## src/rtl/dsp_mac_pkg.sv

```systemverilog
package dsp_mac_pkg;
  localparam int ACC_W  = 40;
  localparam int OPND_W = 16;
  localparam int RND_W  = 16;

  typedef enum logic [2:0] {
    OP_MPY   = 3'd0,
    OP_MAC   = 3'd1,
    OP_MACN  = 3'd2,
    OP_MVMPY = 3'd3,
    OP_RNMPY = 3'd4,
    OP_ADMPY = 3'd5
  } mac_op_e;

  typedef struct packed {
    logic c;
    logic v;
    logic z;
    logic n;
    logic e;
    logic u;
  } mac_flags_t;
endpackage

```

## src/rtl/dsp_rst_sync.sv

```systemverilog
module dsp_rst_sync #(
  parameter int STAGES = 2
) (
  input  logic clk,
  input  logic rst_n,
  output logic rst_sync_n
);
  logic [STAGES-1:0] sync_q;

  always_ff @(posedge clk or negedge rst_n) begin
    if (!rst_n) sync_q <= '0;
    else        sync_q <= {sync_q[STAGES-2:0], 1'b1};
  end

  assign rst_sync_n = sync_q[STAGES-1];
endmodule

```

## src/rtl/dsp_mul.sv

```systemverilog
module dsp_mul #(
  parameter int OPND_W = 16,
  parameter int ACC_W  = 40
) (
  input  logic [OPND_W-1:0] mul_x,
  input  logic [OPND_W-1:0] mul_y,
  output logic [ACC_W-1:0]  mul_p
);
  localparam int PW = 2 * OPND_W;

  logic signed [PW-1:0] full_p;
  assign full_p = $signed(mul_x) * $signed(mul_y);

  generate
    if (ACC_W > PW) begin : g_ext
      assign mul_p = {{(ACC_W-PW){full_p[PW-1]}}, full_p};
    end else if (ACC_W == PW) begin : g_same
      assign mul_p = full_p;
    end else begin : g_trunc
      assign mul_p = full_p[ACC_W-1:0];
    end
  endgenerate
endmodule

```

## src/rtl/dsp_prod_next.sv

```systemverilog
module dsp_prod_next
  import dsp_mac_pkg::*;
#(
  parameter int ACC_W = 40
) (
  input  logic [2:0]       pn_op,
  input  logic [ACC_W-1:0] pn_prev,
  input  logic [ACC_W-1:0] pn_mul,
  output logic [ACC_W-1:0] pn_next
);
  always_comb begin
    unique case (pn_op)
      OP_MAC:  pn_next = pn_prev + pn_mul;
      OP_MACN: pn_next = pn_prev - pn_mul;
      OP_MPY, OP_MVMPY, OP_RNMPY, OP_ADMPY: pn_next = pn_mul;
      default: pn_next = pn_prev;
    endcase
  end
endmodule

```

## src/rtl/dsp_acc_alu.sv

```systemverilog
module dsp_acc_alu
  import dsp_mac_pkg::*;
#(
  parameter int ACC_W = 40,
  parameter int RND_W = 16
) (
  input  logic [2:0]       alu_op,
  input  logic [ACC_W-1:0] alu_prod,
  input  logic [ACC_W-1:0] alu_acc,
  output logic [ACC_W-1:0] alu_res,
  output mac_flags_t       alu_flags,
  output logic             alu_wr
);
  localparam int EXT_LO = ACC_W - 9;
  localparam logic [ACC_W-1:0] HALF = ACC_W'(1) << (RND_W - 1);
  localparam logic [ACC_W-1:0] LOW_MASK = (ACC_W'(1) << RND_W) - ACC_W'(1);

  logic [ACC_W-1:0] addend;
  logic [ACC_W-1:0] rnd_term;
  logic [ACC_W:0]   sum_ext;
  logic [ACC_W-1:0] sum;
  logic             tie;
  logic             is_mv;

  always_comb begin
    is_mv    = (alu_op == OP_MVMPY);
    tie      = (alu_prod[RND_W-1:0] == HALF[RND_W-1:0]) && !alu_prod[RND_W];
    rnd_term = tie ? '0 : HALF;
    unique case (alu_op)
      OP_RNMPY: addend = rnd_term;
      OP_ADMPY: addend = alu_acc;
      default:  addend = '0;
    endcase
    sum_ext = {1'b0, alu_prod} + {1'b0, addend};
    sum     = sum_ext[ACC_W-1:0];
    alu_res = (alu_op == OP_RNMPY) ? (sum & ~LOW_MASK) : sum;
    alu_wr  = (alu_op == OP_MVMPY) || (alu_op == OP_RNMPY) || (alu_op == OP_ADMPY);

    alu_flags.c = is_mv ? 1'b0 : sum_ext[ACC_W];
    alu_flags.v = is_mv ? 1'b0 :
                  ((alu_prod[ACC_W-1] == addend[ACC_W-1]) && (sum[ACC_W-1] != alu_prod[ACC_W-1]));
    alu_flags.z = (alu_res == '0);
    alu_flags.n = alu_res[ACC_W-1];
    alu_flags.e = !((&alu_res[ACC_W-1:EXT_LO]) || !(|alu_res[ACC_W-1:EXT_LO]));
    alu_flags.u = (alu_res[EXT_LO] == alu_res[EXT_LO-1]);
  end
endmodule

```

## src/rtl/dsp_mac_unit.sv

```systemverilog
module dsp_mac_unit
  import dsp_mac_pkg::*;
#(
  parameter int ACC_BITS  = dsp_mac_pkg::ACC_W,
  parameter int OPND_BITS = dsp_mac_pkg::OPND_W,
  parameter int RND_BITS  = dsp_mac_pkg::RND_W
) (
  input  logic                 clk,
  input  logic                 rst_n,
  input  logic                 op_valid,
  input  logic [2:0]           op_code,
  input  logic                 op_dst,
  input  logic [OPND_BITS-1:0] opnd_x,
  input  logic [OPND_BITS-1:0] opnd_y,
  output logic [ACC_BITS-1:0]  acc_a,
  output logic [ACC_BITS-1:0]  acc_b,
  output logic [ACC_BITS-1:0]  prod,
  output logic                 flag_c,
  output logic                 flag_v,
  output logic                 flag_z,
  output logic                 flag_n,
  output logic                 flag_e,
  output logic                 flag_u
);
  logic                rst_q;
  logic [ACC_BITS-1:0] prod_q, prod_d, acc_a_q, acc_a_d, acc_b_q, acc_b_d;
  mac_flags_t          flags_q, flags_d;
  logic [ACC_BITS-1:0] mul_w, prod_nxt, acc_sel, alu_res;
  mac_flags_t          alu_flags;
  logic                alu_wr, legal, go;

  dsp_rst_sync #(.STAGES(2)) u_rst (
    .clk(clk), .rst_n(rst_n), .rst_sync_n(rst_q)
  );

  dsp_mul #(.OPND_W(OPND_BITS), .ACC_W(ACC_BITS)) u_mul (
    .mul_x(opnd_x), .mul_y(opnd_y), .mul_p(mul_w)
  );

  dsp_prod_next #(.ACC_W(ACC_BITS)) u_pn (
    .pn_op(op_code), .pn_prev(prod_q), .pn_mul(mul_w), .pn_next(prod_nxt)
  );

  assign acc_sel = op_dst ? acc_b_q : acc_a_q;

  dsp_acc_alu #(.ACC_W(ACC_BITS), .RND_W(RND_BITS)) u_alu (
    .alu_op(op_code), .alu_prod(prod_q), .alu_acc(acc_sel),
    .alu_res(alu_res), .alu_flags(alu_flags), .alu_wr(alu_wr)
  );

  assign legal = (op_code <= OP_ADMPY);
  assign go    = op_valid && legal;

  always_comb begin
    prod_d  = prod_q;
    acc_a_d = acc_a_q;
    acc_b_d = acc_b_q;
    flags_d = flags_q;
    if (go) begin
      prod_d = prod_nxt;
      if (alu_wr) begin
        flags_d = alu_flags;
        if (op_dst) acc_b_d = alu_res;
        else        acc_a_d = alu_res;
      end
    end
  end

  always_ff @(posedge clk or negedge rst_q) begin
    if (!rst_q) begin
      prod_q  <= '0;
      acc_a_q <= '0;
      acc_b_q <= '0;
      flags_q <= '0;
    end else if (go) begin
      prod_q  <= prod_d;
      acc_a_q <= acc_a_d;
      acc_b_q <= acc_b_d;
      flags_q <= flags_d;
    end
  end

  assign prod   = prod_q;
  assign acc_a  = acc_a_q;
  assign acc_b  = acc_b_q;
  assign flag_c = flags_q.c;
  assign flag_v = flags_q.v;
  assign flag_z = flags_q.z;
  assign flag_n = flags_q.n;
  assign flag_e = flags_q.e;
  assign flag_u = flags_q.u;

  p_idle_freeze_r10: assert property (@(posedge clk) disable iff (!rst_q)
    !go |=> ($stable(prod_q) && $stable(acc_a_q) && $stable(acc_b_q) && $stable(flags_q)));

  p_flags_hold_r9: assert property (@(posedge clk) disable iff (!rst_q)
    (go && (op_code == OP_MPY || op_code == OP_MAC || op_code == OP_MACN)) |=> $stable(flags_q));

  p_move_cv_clear_r5: assert property (@(posedge clk) disable iff (!rst_q)
    (go && op_code == OP_MVMPY) |=> (!flag_c && !flag_v));

  p_round_low_zero_r6: assert property (@(posedge clk) disable iff (!rst_q)
    (go && op_code == OP_RNMPY) |=>
      (($past(op_dst) ? acc_b_q[RND_BITS-1:0] : acc_a_q[RND_BITS-1:0]) == '0));

  p_other_acc_kept_r11: assert property (@(posedge clk) disable iff (!rst_q)
    (go && alu_wr) |=> ($past(op_dst) ? $stable(acc_a_q) : $stable(acc_b_q)));

  p_mac_sum_r3: assert property (@(posedge clk) disable iff (!rst_q)
    (go && op_code == OP_MAC) |=> (prod_q == $past(prod_q) + $past(mul_w)));

  p_zero_neg_track_r8: assert property (@(posedge clk) disable iff (!rst_q)
    (go && alu_wr) |=>
      (flag_z == (($past(op_dst) ? acc_b_q : acc_a_q) == '0)) &&
      (flag_n == ($past(op_dst) ? acc_b_q[ACC_BITS-1] : acc_a_q[ACC_BITS-1])));
endmodule

```

## config.mk

```make
export PLATFORM = sky130hd
export DESIGN_NAME = dsp_mac_unit
export DESIGN_NICKNAME = d
export VERILOG_FILES = /design/src/rtl/dsp_mac_pkg.sv /design/src/rtl/dsp_rst_sync.sv /design/src/rtl/dsp_mul.sv /design/src/rtl/dsp_prod_next.sv /design/src/rtl/dsp_acc_alu.sv /design/src/rtl/dsp_mac_unit.sv
export SDC_FILE = /design/constraint.sdc
export NUM_CORES = 1
export LEC_CHECK = 0
export ABC_AREA = 1
export BUFFER_PORTS_ARGS = -buffer_cell sky130_fd_sc_hd__buf_2
export CAP_MARGIN = 10
export CORE_MARGIN = 3
export CORE_UTILIZATION = 40
export CTS_CLUSTER_DIAMETER = 120
export DETAILED_ROUTE_END_ITERATION = 16
export GPL_TIMING_DRIVEN = 0
export PLACE_DENSITY_LB_ADDON = 0.05
export SETUP_SLACK_MARGIN = 0.5
export SLEW_MARGIN = 30
export SYNTH_ARGS = -nofsm -noshare
export SYNTH_HDL_FRONTEND = slang
export SYNTH_SLANG_ARGS = --single-unit
```

## constraint.sdc

```tcl
create_clock -name clk -period 4.95 [get_ports clk]
set_input_delay 0.99 -clock clk [delete_from_list [all_inputs] [get_ports clk]]
set_output_delay 0.99 -clock clk [all_outputs]
set_load 0.05 [all_outputs]
```

Word level (Yosys, flattened, before mapping)
Index checks and enable logic that the tools add are counted.
{ "totals": {"ff_bits": 128, "latchBits": 0, "ram_bits": 0, "romBits": 0, "inputBits": 39, "wordCells": 51, "memories": 0} }
{ "op_classes": {"add_sub_neg": 3, "n_mul": 1, "n_div": 0, "magnitude_cmp": 1, "eq_ne": 9, "shift": 0, "muxes": 7, "bitwise": 1, "reduce_logical": 19} }
{ "op_table": {"columns": ["operator", "count"], "rows": [
  ["40-bit case mux with 3 select lines", 1],
  ["40-bit case mux with 2 select lines", 1],
  ["40-bit by 40-bit adder with 41-bit output", 1],
  ["40-bit adder", 1],
  ["40-bit logical NOT", 1],
  ["40-bit two-way mux", 1],
  ["40-bit subtractor", 1],
  ["16-bit by 16-bit multiplier with 32-bit output", 1],
  ["16-bit two-way mux", 2],
  ["16-bit equality test (second input constant)", 1],
  ["9-bit AND reduction", 1],
  ["9-bit OR reduction", 1],
  ["3-bit by 2-bit equality test with 1-bit output (second input constant)", 2],
  ["3-bit equality test (second input constant)", 2],
  ["3-bit AND reduction", 2],
  ["2-bit AND reduction", 2],
  ["4-bit OR reduction", 1],
  ["3-bit by 1-bit equality test with 1-bit output (second input constant)", 1],
  ["3-bit <= comparator (second input constant)", 1],
  ["1-bit logical AND", 3],
  ["1-bit logical NOT", 3],
  ["3-bit logical NOT", 1],
  ["1-bit logical OR", 3],
  ["3-bit nonzero test", 1],
  ["4 further kinds", 6]
]} }

Logic depth before layout (Yosys ltp)
{ "logic_depth": {"ltp_word": 9, "depth_mapped": 51, "ltp_nobuf": 49} }

By module
A second synthesis with hierarchy kept.
{ "hier_totals": {"hier_cells": 4056, "area_unflattened_um2": 25803.5} }
{ "modules_own_cells": {"columns": ["module", "instances", "cells_per_inst", "area_each_um2"], "rows": [
  ["dsp_mul", 1, 1509, 10999.3],
  ["dsp_mac_unit", 1, 695, 5860.6],
  ["dsp_prod_next", 1, 958, 4750.8],
  ["dsp_acc_alu", 1, 891, 4139.0],
  ["dsp_rst_sync", 1, 3, 53.8]
]} }

Least setup slack after synthesis
No wires, ideal clock.
{ "synth_timing": {"path_type": "input to register", "startpoint": "input opnd_y[5]", "endpoint": "register prod_q[39], in the netlist prod[39]", "arrival_time_ps": 8333, "required_ps": 4826, "setup_slack_ps": -3507, "stages": 40, "n_path_buf": 2, "path_cell_list": "clkbuf_1 -> clkbuf_1 -> nand2_1 -> fa_1 -> inv_1 -> fa_1 -> fa_1 -> fa_1 -> fa_1 -> inv_1 -> fa_1 -> inv_1 -> ha_1 -> nand2_1 -> nor2_1 -> inv_1 -> nor2_1 -> nand3_1 -> (+4 left out) -> nor2_1 -> nand2_1 -> nor4_2 -> nand3_1 -> xor2_1 -> nand2_1 -> o21ai_0 -> ha_1 -> nand2_1 -> nor2_1 -> inv_1 -> nor4_1 -> nand3_1 -> o211ai_1 -> xor2_1 -> nand3_1 -> nand3_1 -> a21oi_1"} }
{ "synth_between": {"elab_chain_len": 3, "word_cells_on_any_way": 4} }
{ "synth_rtl": {"columns": ["item", "line_no", "source"], "rows": [
  ["start: declaration", "dsp_mac_unit.sv:14", "input logic [OPND_BITS-1:0] opnd_y,"],
  ["16-bit by 16-bit multiplier with 32-bit output *", "dsp_mul.sv:12", "assign full_p = $signed(mul_x) * $signed(mul_y);"],
  ["40-bit subtractor or 40-bit adder (tied branches)", "dsp_prod_next.sv:14, dsp_prod_next.sv:13", null],
  ["40-bit case mux with 3 select lines *", "dsp_prod_next.sv:12", "unique case (pn_op)"],
  ["end signal: assignment", "dsp_mac_unit.sv:76", "prod_q <= prod_d;"],
  ["end: declaration", "dsp_mac_unit.sv:26", "logic [ACC_BITS-1:0] prod_q, prod_d, acc_a_q, acc_a_d, acc_b_q, acc_b_d;"]
]} }
Every way passes the cells marked *; elsewhere a longest branch is shown, timed or not.
A chain may end at the register's enable or synchronous reset.

Final worst setup path
{ "layout_timing": {"startpoint": "input opnd_y[4]", "endpoint": "register prod_q[33], in the netlist prod[33]"} }
Same word-level chain as after synthesis.

==> summary.txt <==
Yosys
  • Syn. warnings: 0
  • Post-Syn Area: 0.0228 mm^2
  • Post-synthesis sequential area ratio: approximately 14%
  • Synth Area in Simple Gates: around 25%
  • Synth Net Count: 3,839
  • XOR/XNOR share of the synthesized area: under 10%
  • Post-Synth Adder-Cell Area: 32.1%
  • Mapped Cells: 3,373
  • Compound-Gate Fraction of Synth Area: 10.8%
  • Fraction of registers with async set/reset: 100%
  • Largest family of logic cells by synthesized area: adder cells
  • Flops & latches, synth: between 100 and 150
  • Avg Cell Area, Syn: around 6.8 um^2
  • Post-synth EDFFs: 0
  • Top FF cell, synth: dfrtp_1
  • Number of library cell types mapped by synthesis: 51
  • Multiplexer share of the synthesized area: 0.0439%

Critical path
  • R2r endpoint: flag_z$_DFFE_PN0P_
  • Worst r2r src: prod[11]$_DFFE_PN0P_
  • Type of the worst setup path: input pin to register
  • Worst EP required: 5.28 ns
  • Crit path top cell by count: inv_2
  • Crit Path Max Fanout: 6
  • R2R Setup Slk: roughly 0.85 ns
  • Critical Path End: prod[33]$_DFFE_PN0P_
  • Critical path startpoint category: input pin
  • Worst endpoint data arrival time: ~8.6 ns
  • Crit path from: opnd_y[4]
  • Worst reg-to-reg path cell count: 20
  • Crit path largest cell delay: 0.54 ns
  • CP max-delay cell: fa_2
  • Crit end category: register

Floorplanning
  • Site row count: 86
  • Die height: 245 um
  • Die area: around 0.060 mm^2
  • Initial core utilization: just over 40%
  • Die X: 245 um
  • Core area: 0.0557 mm^2
  • Io pins: ~170

STA
  • Rel. slew slack: a little over two fifths
  • RSZ-0062 raised after global routing: true
  • Tmin final: 8.25 ns
  • Final setup viols: 34
  • Setup Skew: 0.0100 ns
  • Crit share post-route: 167%
  • Fin Hold WS: between 0.3 and 0.4 ns
  • Final hold violations: 0
  • Worst Slack Setup Final: -3.30 ns
  • Slew of the pin with the lowest slew margin: roughly 0.85 ns
  • Slew Limit Fails: 0
  • Peak Freq: 0.121 GHz

Clock network
  • Sinks on Clock Net: between 100 and 150
  • CTS root buf: clkbuf_16
  • Clock Tree Buf Depth: 2
  • Total CTS buffers: 17
  • # hold bufs at CTS: 0
  • Max H-tree Level: 4
  • Worst skew pair latency: about 0.46 ns
  • CTS tree: done
  • Worst-path clk slew: around 0.070 ns

Cells and area
  • FILL cells: 5,425
  • Area Growth Syn to Fin: 35.6%
  • FF+latch area: between 0.003 and 0.004 mm^2
  • Share of layout cells above drive strength 1: 28.2%
  • Post-Route Utilization: between 50 and 60%
  • # nets final: 4,199
  • Most frequent cells in the layout: nand2_1, inv_1, fa_1
  • Most common cell after layout, fill and taps aside: nand2_1
  • Area of the multi-input gates: about 0.019 mm^2

Route
  • Routed via count: 23,400
  • 1st-iter DRT viols: 1,808
  • DRT Pass-1 Iters: 8
  • DRT Wirelength: roughly 88 mm
  • Number of vias per cell: ~5.2
  • Wire per inst: a little under 20 um
  • Antenna-violating nets left: 0
  • Drt drc: 0

GRT
  • Vias in the first global route: 23,000
  • GRT Util Overall: about 29%
  • Largest net degree at the start of global routing: 48
  • Initial antenna violation count: 0
  • Gr ovfl total: 0
  • First-pass GRT wire length: roughly 130 mm

Placement
  • Routability cong.: slightly above 0.9
  • Buffers on Ports: 137
  • Detail Placement HPWL: approximately 70 mm

Status
  • Failing checks: negative setup slack
  • Run status: finished with violations

Hold path
  • HP Class: input pin to async pin

Run
  • Max Cap Viol: 0
==> per-stage QoR <==
stage	cells	instance area (um^2)	TNS, ns	setup WS [ns]
2_1_floorplan	3373	24000	-75.94	-3.09
3_3_place_gp	4258	25600	-194.31	-4.82
3_5_place_dp	4260	25600	-125.96	-4.91
4_1_cts	4442	29300	-83.25	-3.17
5_1_grt	4494	30900	-96.53	-3.64
6_report	4495	30900	-86.36	-3.30
==> cells by family after synthesis <==
| group | after synthesis |
|---|---|
| adders and majority gates | 427 |
| muxes | 1 |
| AOI/OAI and AO/OA | 452 |
| other | 1 |
| xor gates and xnor gates | 80 |
| buffers and inverters | 867 |
| and+or+nand+nor | 1417 |
| DFF | 128 |
==> Yosys cell counts, types with 8 or more instances <==
library cell	count	area, um^2
inv_1	754	2830
clkbuf_1	100	375
fa_1	264	5290
nor2_1	241	905
xor2_1	49	429
xnor2_1	27	236
a21oi_1	183	916
nand3_1	95	475
nand4_1	38	238
nor2_2	14	87.6
a21o_1	11	82.6
nand2_2	8	50.1
nor3_1	19	95.1
o21bai_1	9	67.6
nor4_1	10	62.6
o21ai_0	169	846
nand2_1	947	3550
or2_2	22	138
dfrtp_1	128	3200
a31oi_1	38	238
o211ai_1	8	60.1
ha_1	163	2040
==> final cells by class <==
| type | count | area share (%) |
|---|---|---|
| tap | 748 | 3.03 |
| inverter | 761 | 9.31 |
| timing repair buffer | 341 | 8.12 |
| clock buffer | 17 | 1.38 |
| clock inverter | 15 | 0.465 |
| buffer | 106 | 4.69 |
| multi-input combinational | 2378 | 62.6 |
| sequential | 128 | 10.4 |
| antenna | 1 | 0.00809 |
==> critical path, delay by kind of cell <==
kind,cells,cell delay [ns]
buf+inv,13,1.09
simple gates,17,2.00
xor+xnor,2,0.32
compound gates,4,0.56
fa+ha+maj,8,3.60
==> flip-flops by register name (all words and copies together), names as in the netlist <==
name / count
acc_a: 40
prod: 40
flag_c: 1
acc_b: 40
flag_v: 1
u_rst.sync_q: 2
flag_e: 1
flag_z: 1
flag_n: 1
flag_u: 1
==> routing by layer <==
| layer | GRT usage [%] | vias up | part of all wire (%) |
|---|---|---|---|
| met5 | 0 | - | 0 |
| met4 | 5.70 | 0 | 2.1 |
| met3 | 3.58 | 103 | 7.6 |
| met2 | 43.7 | 840 | 43 |
| met1 | 45.2 | 11500 | 48 |
| li1 | - | 11000 | - |
==> worst min-delay path by stage <==
stage / start / end / slack [ns] / depth (start not counted)
after detailed placement: u_rst.sync_q[1]$_DFF_PN0_ / acc_a[38]$_DFFE_PN0P_ / 0.33 / 0
after CTS: rst_n / u_rst.sync_q[1]$_DFF_PN0_ / 0.29 / 1
after global placement: u_rst.sync_q[0]$_DFF_PN0_ / u_rst.sync_q[1]$_DFF_PN0_ / 0.34 / 0
after floorplan: u_rst.sync_q[0]$_DFF_PN0_ / u_rst.sync_q[1]$_DFF_PN0_ / 0.33 / 0
after global routing: rst_n / u_rst.sync_q[0]$_DFF_PN0_ / 0.29 / 1
final: rst_n / u_rst.sync_q[0]$_DFF_PN0_ / 0.31 / 1
==> what timing repair did <==
item	in CTS	in global routing
gates resized for setup	436	306
setup buffers	143	52
endpoints found under the setup margin	45	50
pin swaps	210	157
cloned	7	0
Power is not shown: default switching activity piles up to over one toggle a cycle in this logic, so the estimate is an artifact.
